`config.mk`:
```
export PLATFORM = sky130hd
export DESIGN_NAME = tmr_cap_chan
export DESIGN_NICKNAME = d
export VERILOG_FILES = /design/src/rtl/tmr_cap_chan.sv
export SDC_FILE = /design/constraint.sdc
export NUM_CORES = 1
export LEC_CHECK = 0
export BUFFER_PORTS_ARGS = -buffer_cell sky130_fd_sc_hd__buf_4
export CAP_MARGIN = 10
export CORE_ASPECT_RATIO = 1.1
export CORE_MARGIN = 3
export CORE_UTILIZATION = 46
export CTS_CLUSTER_SIZE = 20
export DETAILED_ROUTE_END_ITERATION = 8
export GPL_ROUTABILITY_DRIVEN = 1
export GPL_TIMING_DRIVEN = 0
export MAX_ROUTING_LAYER = met4
export PLACE_DENSITY = 0.82
export SYNTH_ARGS = -nofsm -noshare
export SYNTH_HDL_FRONTEND = slang
export SYNTH_SLANG_ARGS = --single-unit
export TNS_END_PERCENT = 50
```
`constraint.sdc`:
```
create_clock -name clk -period 2.7 [get_ports clk]
set_clock_uncertainty 0.2 [all_clocks]
set_input_delay 0 -clock clk [delete_from_list [all_inputs] [get_ports clk]]
set_output_delay 0 -clock clk [all_outputs]
set_load 0.01 [all_outputs]
```
`src/rtl/tmr_cap_chan.sv`:
```
module tmr_cap_chan #(
  parameter int CW = 16
) (
  input  logic          clk,
  input  logic          rst_n,
  input  logic [CW-1:0] cnt,
  input  logic          cap_mode,
  input  logic          sync_sel,
  input  logic [1:0]    src_sel,
  input  logic [1:0]    edge_sel,
  input  logic          equ,
  input  logic          ien,
  input  logic          gie,
  input  logic          flag_clr,
  input  logic          ovf_clr,
  input  logic          in_a,
  input  logic          in_b,
  output logic [CW-1:0] cap_val,
  output logic          flag,
  output logic          irq,
  output logic [3:0]    stat
);

  logic       src;
  logic [2:0] pipe;
  logic       cur, prv, rise, fall, hit;
  logic       smp, ovf;

  always_comb begin
    case (src_sel)
      2'd0:    src = in_a;
      2'd1:    src = in_b;
      2'd2:    src = 1'b0;
      default: src = 1'b1;
    endcase
  end

  always_ff @(posedge clk or negedge rst_n)
    if (!rst_n) pipe <= '0;
    else        pipe <= {pipe[1:0], src};

  assign cur  = sync_sel ? pipe[1] : src;
  assign prv  = sync_sel ? pipe[2] : pipe[0];
  assign rise = cur & ~prv;
  assign fall = ~cur & prv;
  assign hit  = cap_mode & ((edge_sel[0] & rise) | (edge_sel[1] & fall));

  always_ff @(posedge clk or negedge rst_n) begin
    if (!rst_n) begin
      cap_val <= '0;
      flag    <= 1'b0;
      ovf     <= 1'b0;
      smp     <= 1'b0;
    end else begin
      if (hit) cap_val <= cnt;
      flag <= hit | (~cap_mode & equ) | (flag & ~flag_clr);
      ovf  <= (hit & flag) | (ovf & ~ovf_clr);
      if (equ) smp <= src;
    end
  end

  assign irq  = flag & ien & gie;
  assign stat = {ovf, 1'b0, smp, src};

  AST_COMPARE_HOLDS_CAP: assert property (@(posedge clk) disable iff (!rst_n)
    !$past(cap_mode) |-> $stable(cap_val));

  AST_NO_EDGE_NO_CAP: assert property (@(posedge clk) disable iff (!rst_n)
    ($past(edge_sel) == 2'd0) |-> $stable(cap_val));

  AST_SAMPLE_HOLDS: assert property (@(posedge clk) disable iff (!rst_n)
    !$past(equ) |-> $stable(stat[1]));

  AST_OVF_NEEDS_FLAG: assert property (@(posedge clk) disable iff (!rst_n)
    $rose(stat[3]) |-> $past(flag) && $past(cap_mode));

  AST_OVF_STICKY: assert property (@(posedge clk) disable iff (!rst_n)
    $fell(stat[3]) |-> $past(ovf_clr));

  AST_FLAG_CLEARS: assert property (@(posedge clk) disable iff (!rst_n)
    $fell(flag) |-> $past(flag_clr));

  AST_IRQ_NEEDS_ENABLES: assert property (@(posedge clk) disable iff (!rst_n)
    $rose(irq) |-> gie && ien);

endmodule

```
==> Word level (Yosys, flattened, before mapping) <==
Cells that the tools add are included.
Widths: inputs -> output; s select.
{ "totals": {"wordCells": 31, "ff_bits": 22, "out_inout_bits": 22} }
{ "classes": {"n_reduce_logical": 1, "mux": 3, "n_eq_ne": 2, "n_bitwise": 20} }
{ "op_table": {"columns": ["cell", "count"], "rows": [
  ["$and 1x1->1", 11],
  ["$not 1->1", 5],
  ["$or 1x1->1", 4],
  ["$pmux 1 s3", 1],
  ["$eq 2x1->1 const B", 1],
  ["$eq 2x2->1 const B", 1],
  ["$logic_not 2->1", 1],
  ["$mux 1", 2]
]} }

==> Logic depth before layout (Yosys ltp) <==
Gate-level depths: netlist of the first run.
{ "logic_depth": {"depth_word": 10, "mapped_depth": 5, "depth_no_buf": 4} }

==> Least setup slack after synthesis of the first run <==
Ideal clock, no wire load.
{ "synth_timing": {"path_type": "in2reg", "from": "in src_sel[1]", "to": "reg cap_val[0]", "stages": 5, "arrival_time_ns": 1.530, "required_ns": 2.375, "setup_slack_ns": 0.845, "path_cell_list": "or4b_4 > o311ai_4 > mux2i_4 > buf_6 > mux2_4"} }
{ "synth_between": {"elab_chain_cells": 8, "word_cells_on_any_way": 12, "cone_classes": "eq/ne: 2; mux: 2; bitwise: 7; reduce/logical: 1"} }
{ "synth_lines": {"columns": ["element", "line", "source"], "rows": [
  ["from (decl)", "9", "input logic [1:0] src_sel,"],
  ["$eq 2x2->1 (tied with other cells)", "30", "case (src_sel)"],
  ["$pmux 1 s3 (*)", "30", null],
  ["$mux 1 (*)", "42", "assign cur = sync_sel ? pipe[1] : src;"],
  ["$not 1->1", "45", "assign fall = ~cur & prv;"],
  ["$and 1x1->1", "45", null],
  ["$and 1x1->1", "46", "assign hit = cap_mode & ((edge_sel[0] & rise) | (edge_sel[1] & fall));"],
  ["$or 1x1->1 (*)", "46", null],
  ["$and 1x1->1 (*)", "46", null],
  ["to (signal assigned)", "55", "if (hit) cap_val <= cnt;"],
  ["to (decl)", "18", "output logic [CW-1:0] cap_val,"]
]} }
Mark *: on every way between the ends. The rest lies on a longest branch, timed or not.
A chain may end at the register's enable or synchronous reset.

==> Final worst setup path of the first run <==
{ "layout_timing": {"from": "in in_a", "to": "reg flag"} }
{ "layout_between": {"elab_chain_cells": 9, "word_cells_on_any_way": 11, "cone_classes": "mux: 2; bitwise: 9"} }
{ "layout_lines": {"columns": ["element", "line", "source"], "rows": [
  ["from (decl)", "16", "input logic in_a,"],
  ["$pmux 1 s3 (*)", "30", null],
  ["$mux 1 (*)", "42", null],
  ["$not 1->1", "45", null],
  ["$and 1x1->1", "45", null],
  ["$and 1x1->1", "46", null],
  ["$or 1x1->1 (*)", "46", null],
  ["$and 1x1->1 (*)", "46", null],
  ["$or 1x1->1 (*) (2 in a row)", "56", "flag <= hit | (~cap_mode & equ) | (flag & ~flag_clr);"],
  ["to (signal assigned)", "56", null],
  ["to (decl)", "19", "output logic flag,"]
]} }
Marked as above.

==> results of run 1 <==
-- cell usage after synthesis --
library cell / instances
dfrtp_1: 22
mux2_2: 9
mux2_4: 8
buf_4: 4
inv_1: 4
nor2_1: 3
and3_1: 2
nand2_1: 2
buf_6: 1
conb_1: 1
mux2i_1: 1
mux2i_4: 1
o221ai_1: 1
o22ai_1: 1
o2bb2ai_1: 1
o311ai_4: 1
or4b_4: 1
-- stage by stage --
stage	util	power (mW)	hold slack (ns)
final	0.9116	1.105	0.1189
after global routing	0.9116	1.152	0.1347
after CTS	0.8836	1.049	0.1222
after detailed placement	0.7314	0.8417	-0.2973
after global placement	0.7314	0.8251	-0.3005
after floorplan	-	0.6385	-0.4956
-- logic make-up after synthesis --
logic type	Yosys count	share of synthesized area
AO/OA/AOI/OAI	4	0.05216
other	1	0.003908
AND/OR/NAND/NOR	8	0.04693
flip-flops	22	0.5737
multiplexers	19	0.2647
buffers and inverters	9	0.05867
-- power by group --
group          total, mW  switching (mW)  internal (mW)
clock              0.194           0.111         0.0827
combinational      0.434           0.165          0.270
sequential         0.477          0.0610          0.416
-- cell type report --
type / instances / area (µm²) / share of cell area
Inverter: 4 / 15.01 / 0.008753
Timing Repair Buffer: 83 / 685.7 / 0.3997
Clock buffer: 4 / 36.28 / 0.02115
Tap cell: 27 / 33.78 / 0.01969
Buffer: 5 / 41.29 / 0.02407
Sequential cell: 22 / 550.5 / 0.3209
Multi-Input combinational cell: 32 / 352.8 / 0.2057
-- cells in the final DEF, fill, tap and decap left out, types with 2 or more instances in the layout --
| cell | n |
|---|---|
| and3_1 | 2 |
| buf_4 | 62 |
| clkbuf_4 | 3 |
| dfrtp_1 | 22 |
| dlygate4sd3_1 | 25 |
| inv_1 | 4 |
| mux2_2 | 9 |
| mux2_4 | 8 |
| nand2_1 | 2 |
| nor2_1 | 3 |
-- what timing repair did --
item	CTS	global route
resized for setup	0	0
hold buffers	25	0
endpoints found under the setup margin	0	1
hold endpoints to repair	42	0
buffers inserted	0	7
-- state kept, by name (all words and copies together), names as in the netlist --
name,count
pipe,3
flag,1
cap_val,16
smp,1
ovf,1
-- worst max path at each step --
stage | start | endpoint
2_1_floorplan | src_sel[1] | cap_val[0]
3_3_place_gp | src_sel[1] | cap_val[7]
3_5_place_dp | src_sel[1] | cap_val[7]
4_1_cts | in_a | flag
5_1_grt | in_a | flag
6_report | in_a | flag
-- per-layer routing --
layer  wire, µm  GRT usage  vias up
met5          0          -        -
met4         55    0.06912        0
met3        176    0.03601        4
met2       1968     0.4626       36
met1       1374     0.2694      437
li1           -          -      386
-- worst register-to-register path: cells and delay by family (launching register included) --
kind / cells / cell delay [ns]
AO/OA/AOI/OAI: 1 / 0.13
flip-flops: 1 / 0.42
multiplexers: 2 / 0.51
AND/OR/NAND/NOR: 1 / 0.13
buffers and inverters: 2 / 0.81
==> results.py, run 1 <==
metrics = {
    "routing": {
        "wl_per_cell_um": 20.20,
        "drt-pass1-iter-count": 4,
        "vias_per_cell": 4.876,
        "routed-via-count": 863,
        "finalWirelength_um": 3575,
        "drc_errors": 0,
        "ant_nets": 0,
        "drt_iter0_drc": 8,
    },
    "die": {
        "io_pins": 53,
        "die_area_um2": 2671,
        "rows": 16,
        "start_util": 0.5100,
        "fp.coreArea_um2": 1882,
        "die_width_um": 49.55,
        "die_h_um": 53.91,
    },
    "clocking": {
        "numCtsBuffers": 3,
        "cts_max_level": 1,
        "cts.sinks": 22,
        "clk-insertion-delay-late_ns": 0.33,
        "cts_tree": "yes",
        "path_clk_slew_ns": 0.14,
        "clk_path_buf_depth": 2,
        "root_buffer": "clkbuf_4",
    },
    "sta": {
        "fin_crit_sh": 0.9370,
        "maxSlewHeadroom": 0.3546,
        "setup_viol": 0,
        "tightest_slew_ns": 0.9649,
        "finalHoldViolCount": 0,
        "max_freq_mhz": 395.3,
        "worst_slack_ns": 0.1700,
        "finalSetupTns_ns": 0,
        "period_needed_ns": 2.530,
        "rsz0062_at_grt": "false",
        "slew_violations": 0,
    },
    "critical_path": {
        "reg2reg_from": "pipe[0]",
        "cp_top_family": "buffers and inverters",
        "cp_common_cell": "dlygate4sd3_1",
        "critPathLaunchType": "primary input",
        "path_buf_inv": 4,
        "endpoint_kind": "register",
        "worstSetupPathType": "primary input to register",
        "reg2reg_depth": 6,
        "crit_arrival_ns": 2.56,
        "worstPathCellList": "dlygate4sd3_1 > buf_4 > or4b_4 > o311ai_4 > mux2i_4 > buf_6 > o221ai_1 > dlygate4sd3_1",
        "required_ns": 2.73,
        "crit_path_max_fanout": 10,
        "critPathMaxStageDelay_ns": 0.58,
        "reg2reg_to": "flag",
        "crit_path_top_delay_cell": "dlygate4sd3_1",
        "rrSetupSlack_ns": 0.42,
        "crit_cells": 8,
    },
    "place": {
        "io_buffer_count": 51,
        "place_area_um2": 1376,
        "dp.cells": 141,
        "dp_hpwl_um": 1657,
        "post-place-ws_ns": 0.5914,
        "place.gp.congestion": 0.7543,
    },
    "logic_synthesis": {
        "yosys_warnings": 0,
        "synth_top_area_frac": 0.5737,
        "ys_types": 17,
        "syn_inst": 63,
        "syn_area_um2": 959.7,
        "seq_area_frac_synth": 0.5737,
        "synth_seq_cells": 22,
        "synthTopCellsByArea": "dfrtp_1, mux2_4, mux2_2",
        "syn_avg_cell_area_um2": 15.23,
        "syn_nets": 94,
        "synth_top_area_cell": "dfrtp_1",
    },
    "final_layout": {
        "drive_gt1_frac": 0.5800,
        "syn_to_final_growth_pct": 78.75,
        "finalNonFillerCells": 177,
        "diodes": 0,
        "finalInstanceArea_um2": 1715,
        "fin_nets": 182,
        "n_fill_cell": 77,
    },
    "job": {
        "maxCapViolations": 0,
    },
    "worst_hold_path": {
        "min_to": "irq",
        "hp-class": "primary input to output pin",
        "hold_depth": 3,
        "worstHoldStart": "ien",
    },
    "power_and_ir_drop": {
        "power.static_leakage_nw": 0.8722,
        "powerDensity_nw_per_um2": 643.9,
        "peakVddDrop_uv": 689.7,
    },
    "grt": {
        "grt_overflow": 0,
        "grt_pass1_vias": 893,
        "grt_max_degree": 23,
        "grt_usage": 0.2442,
        "antenna_found_initial": 0,
        "grt_first_pass_wirelength_um": 4485,
    },
    "outcome": {
        "status": "complete, no violations",
    },
}
Note: power is estimated with default switching activity, not from simulation.
==> run 2: changes to the inputs <==
CORE_UTILIZATION = 45   (was 46)
PLACE_DENSITY = 0.81   (was 0.82)
RECOVER_POWER = 100   (was unset)
==> run 2 against run 1 <==
  * Wire length shrank 11%
  * Sequential power decreased by 2%
  * Setup slack lost 0.014 ns
  * Sequential cell count is the same
  * Count of clock-buffer cells in the layout is 1 lower
  * Clock power decreased by 22%
  * Final area fell by 7.4%
  * Highest routed layer unchanged
==> results.py, run 2 (synthesis results as in run 1) <==
metrics = {
    "die": {
        "start_util": 0.5046,
        "rows": 16,
        "io_pins": 53,
        "die_h_um": 54.44,
        "die_width_um": 50.03,
        "die_area_um2": 2723,
        "fp.coreArea_um2": 1902,
    },
    "routing": {
        "drt-pass1-iter-count": 4,
        "ant_nets": 0,
        "vias_per_cell": 4.971,
        "drt_iter0_drc": 2,
        "routed-via-count": 865,
        "drc_errors": 0,
        "wl_per_cell_um": 18.27,
        "finalWirelength_um": 3179,
    },
    "sta": {
        "max_freq_mhz": 393.1,
        "slew_violations": 0,
        "fin_crit_sh": 0.9421,
        "maxSlewHeadroom": 0.3395,
        "rsz0062_at_grt": "false",
        "setup_viol": 0,
        "finalSetupTns_ns": 0,
        "period_needed_ns": 2.544,
        "finalHoldViolCount": 0,
        "tightest_slew_ns": 0.9874,
    },
    "job": {
        "maxCapViolations": 0,
    },
    "critical_path": {
        "reg2reg_depth": 6,
        "cp_common_cell": "dlygate4sd3_1",
        "path_buf_inv": 4,
        "crit_path_max_fanout": 10,
        "critPathMaxStageDelay_ns": 0.58,
        "worstPathCellList": "dlygate4sd3_1 > clkbuf_4 > or4b_4 > o311ai_4 > mux2i_4 > buf_6 > o221ai_1 > dlygate4sd3_1",
        "reg2reg_from": "pipe[0]",
        "crit_cells": 8,
        "cp_top_family": "buffers and inverters",
        "required_ns": 2.71,
        "endpoint_kind": "register",
        "critPathLaunchType": "primary input",
        "worstSetupPathType": "primary input to register",
        "crit_arrival_ns": 2.56,
        "crit_path_top_delay_cell": "dlygate4sd3_1",
        "crit_start": "in_a",
    },
    "grt": {
        "grt_usage": 0.2061,
        "grt_first_pass_wirelength_um": 3960,
        "antenna_found_initial": 0,
        "grt_max_degree": 23,
        "grt_overflow": 0,
        "grt_pass1_vias": 848,
    },
    "final_layout": {
        "diodes": 0,
        "layout_common_cells": "buf_4, dlygate4sd3_1, dfrtp_1",
        "n_fill_cell": 112,
        "reg_top3": "cap_val (16), pipe (3)",
        "syn_to_final_growth_pct": 65.58,
        "final_common_cell": "buf_4",
        "largest_reg_flops": 16,
        "finalInstanceArea_um2": 1589,
        "drive_gt1_frac": 0.3878,
        "fin_nets": 180,
        "top_register": "cap_val",
    },
    "clocking": {
        "numCtsBuffers": 3,
        "cts_tree": "yes",
        "clk_path_buf_depth": 2,
        "cts.sinks": 22,
        "cts_max_level": 1,
        "clk-insertion-delay-late_ns": 0.29,
        "path_clk_slew_ns": 0.14,
        "root_buffer": "clkbuf_4",
    },
    "place": {
        "place_area_um2": 1376,
        "place.gp.congestion": 0.6423,
        "dp_hpwl_um": 1572,
        "io_buffer_count": 51,
    },
    "outcome": {
        "status": "complete, no violations",
    },
    "worst_hold_path": {
        "hp-class": "primary input to register",
        "worstHoldStart": "edge_sel[0]",
        "hold_depth": 4,
    },
    "power_and_ir_drop": {
        "power.static_leakage_nw": 0.7509,
        "total_power_uw": 944.4,
        "peakVddDrop_uv": 434.5,
        "powerDensity_nw_per_um2": 594.3,
    },
}
==> run 2: final cells by class <==
class / instances / area, µm² / share of cell area
plain buffers: 5 / 41.29 / 0.02598
flip-flops and latches: 22 / 550.5 / 0.3465
clock buffers: 3 / 22.52 / 0.01417
well taps: 27 / 33.78 / 0.02126
inverters: 4 / 15.01 / 0.009449
multi-input cells: 32 / 326.6 / 0.2055
repair buffers: 81 / 599.3 / 0.3772
==> run 2: per-stage QoR <==
stage               utilization  setup slack, ns  cells  hold slack [ns]
global route             0.8355          0.09668    174           0.1578
CTS                      0.8671           0.1210    169           0.1377
finish                   0.8355           0.1564    174           0.1583
detailed placement       0.7237           0.6118    141          -0.3003
floorplan                     -           0.8450     63          -0.4956
global placement         0.7237           0.5990    141          -0.3032
==> run 2: path summary, 6_finish.rpt <==
kind	to	slack, ns
setup / recovery	flag	0.16
setup reg to reg	flag	0.52
hold reg to reg	pipe[2]	0.21
hold / removal	cap_val[12]	0.16
min in group asynchronous	ovf	0.74
max in group asynchronous	cap_val[10]	0.93
==> run 2: repair_timing <==
action                     CTS  global route
setup endpoints to repair    0             1
buffers inserted             0             5
hold endpoints to repair    42             0
hold buffers                25             0
gates resized for setup      0             0
==> run 2: report_power, final <==
group | switching [mW] | total [mW] | internal [mW]
registers | 0.0501 | 0.466 | 0.415
clock network | 0.0990 | 0.151 | 0.0520
logic | 0.156 | 0.328 | 0.172
==> run 2: layer usage <==
layer | global-route usage | part of all wire | vias to the layer above
met5 | - | 0 | -
met4 | 0.07373 | 0.043 | 0
met3 | 0.02725 | 0.055 | 14
met2 | 0.3870 | 0.56 | 56
met1 | 0.2257 | 0.34 | 412
li1 | - | - | 383
==> run 2: worst reg2reg max path, cell delays in order (launching register included) <==
cell	delay, ns
dfrtp_1	0.41
mux2i_1	0.20
nor2_1	0.11
mux2i_4	0.26
buf_6	0.21
o221ai_1	0.15
dlygate4sd3_1	0.58
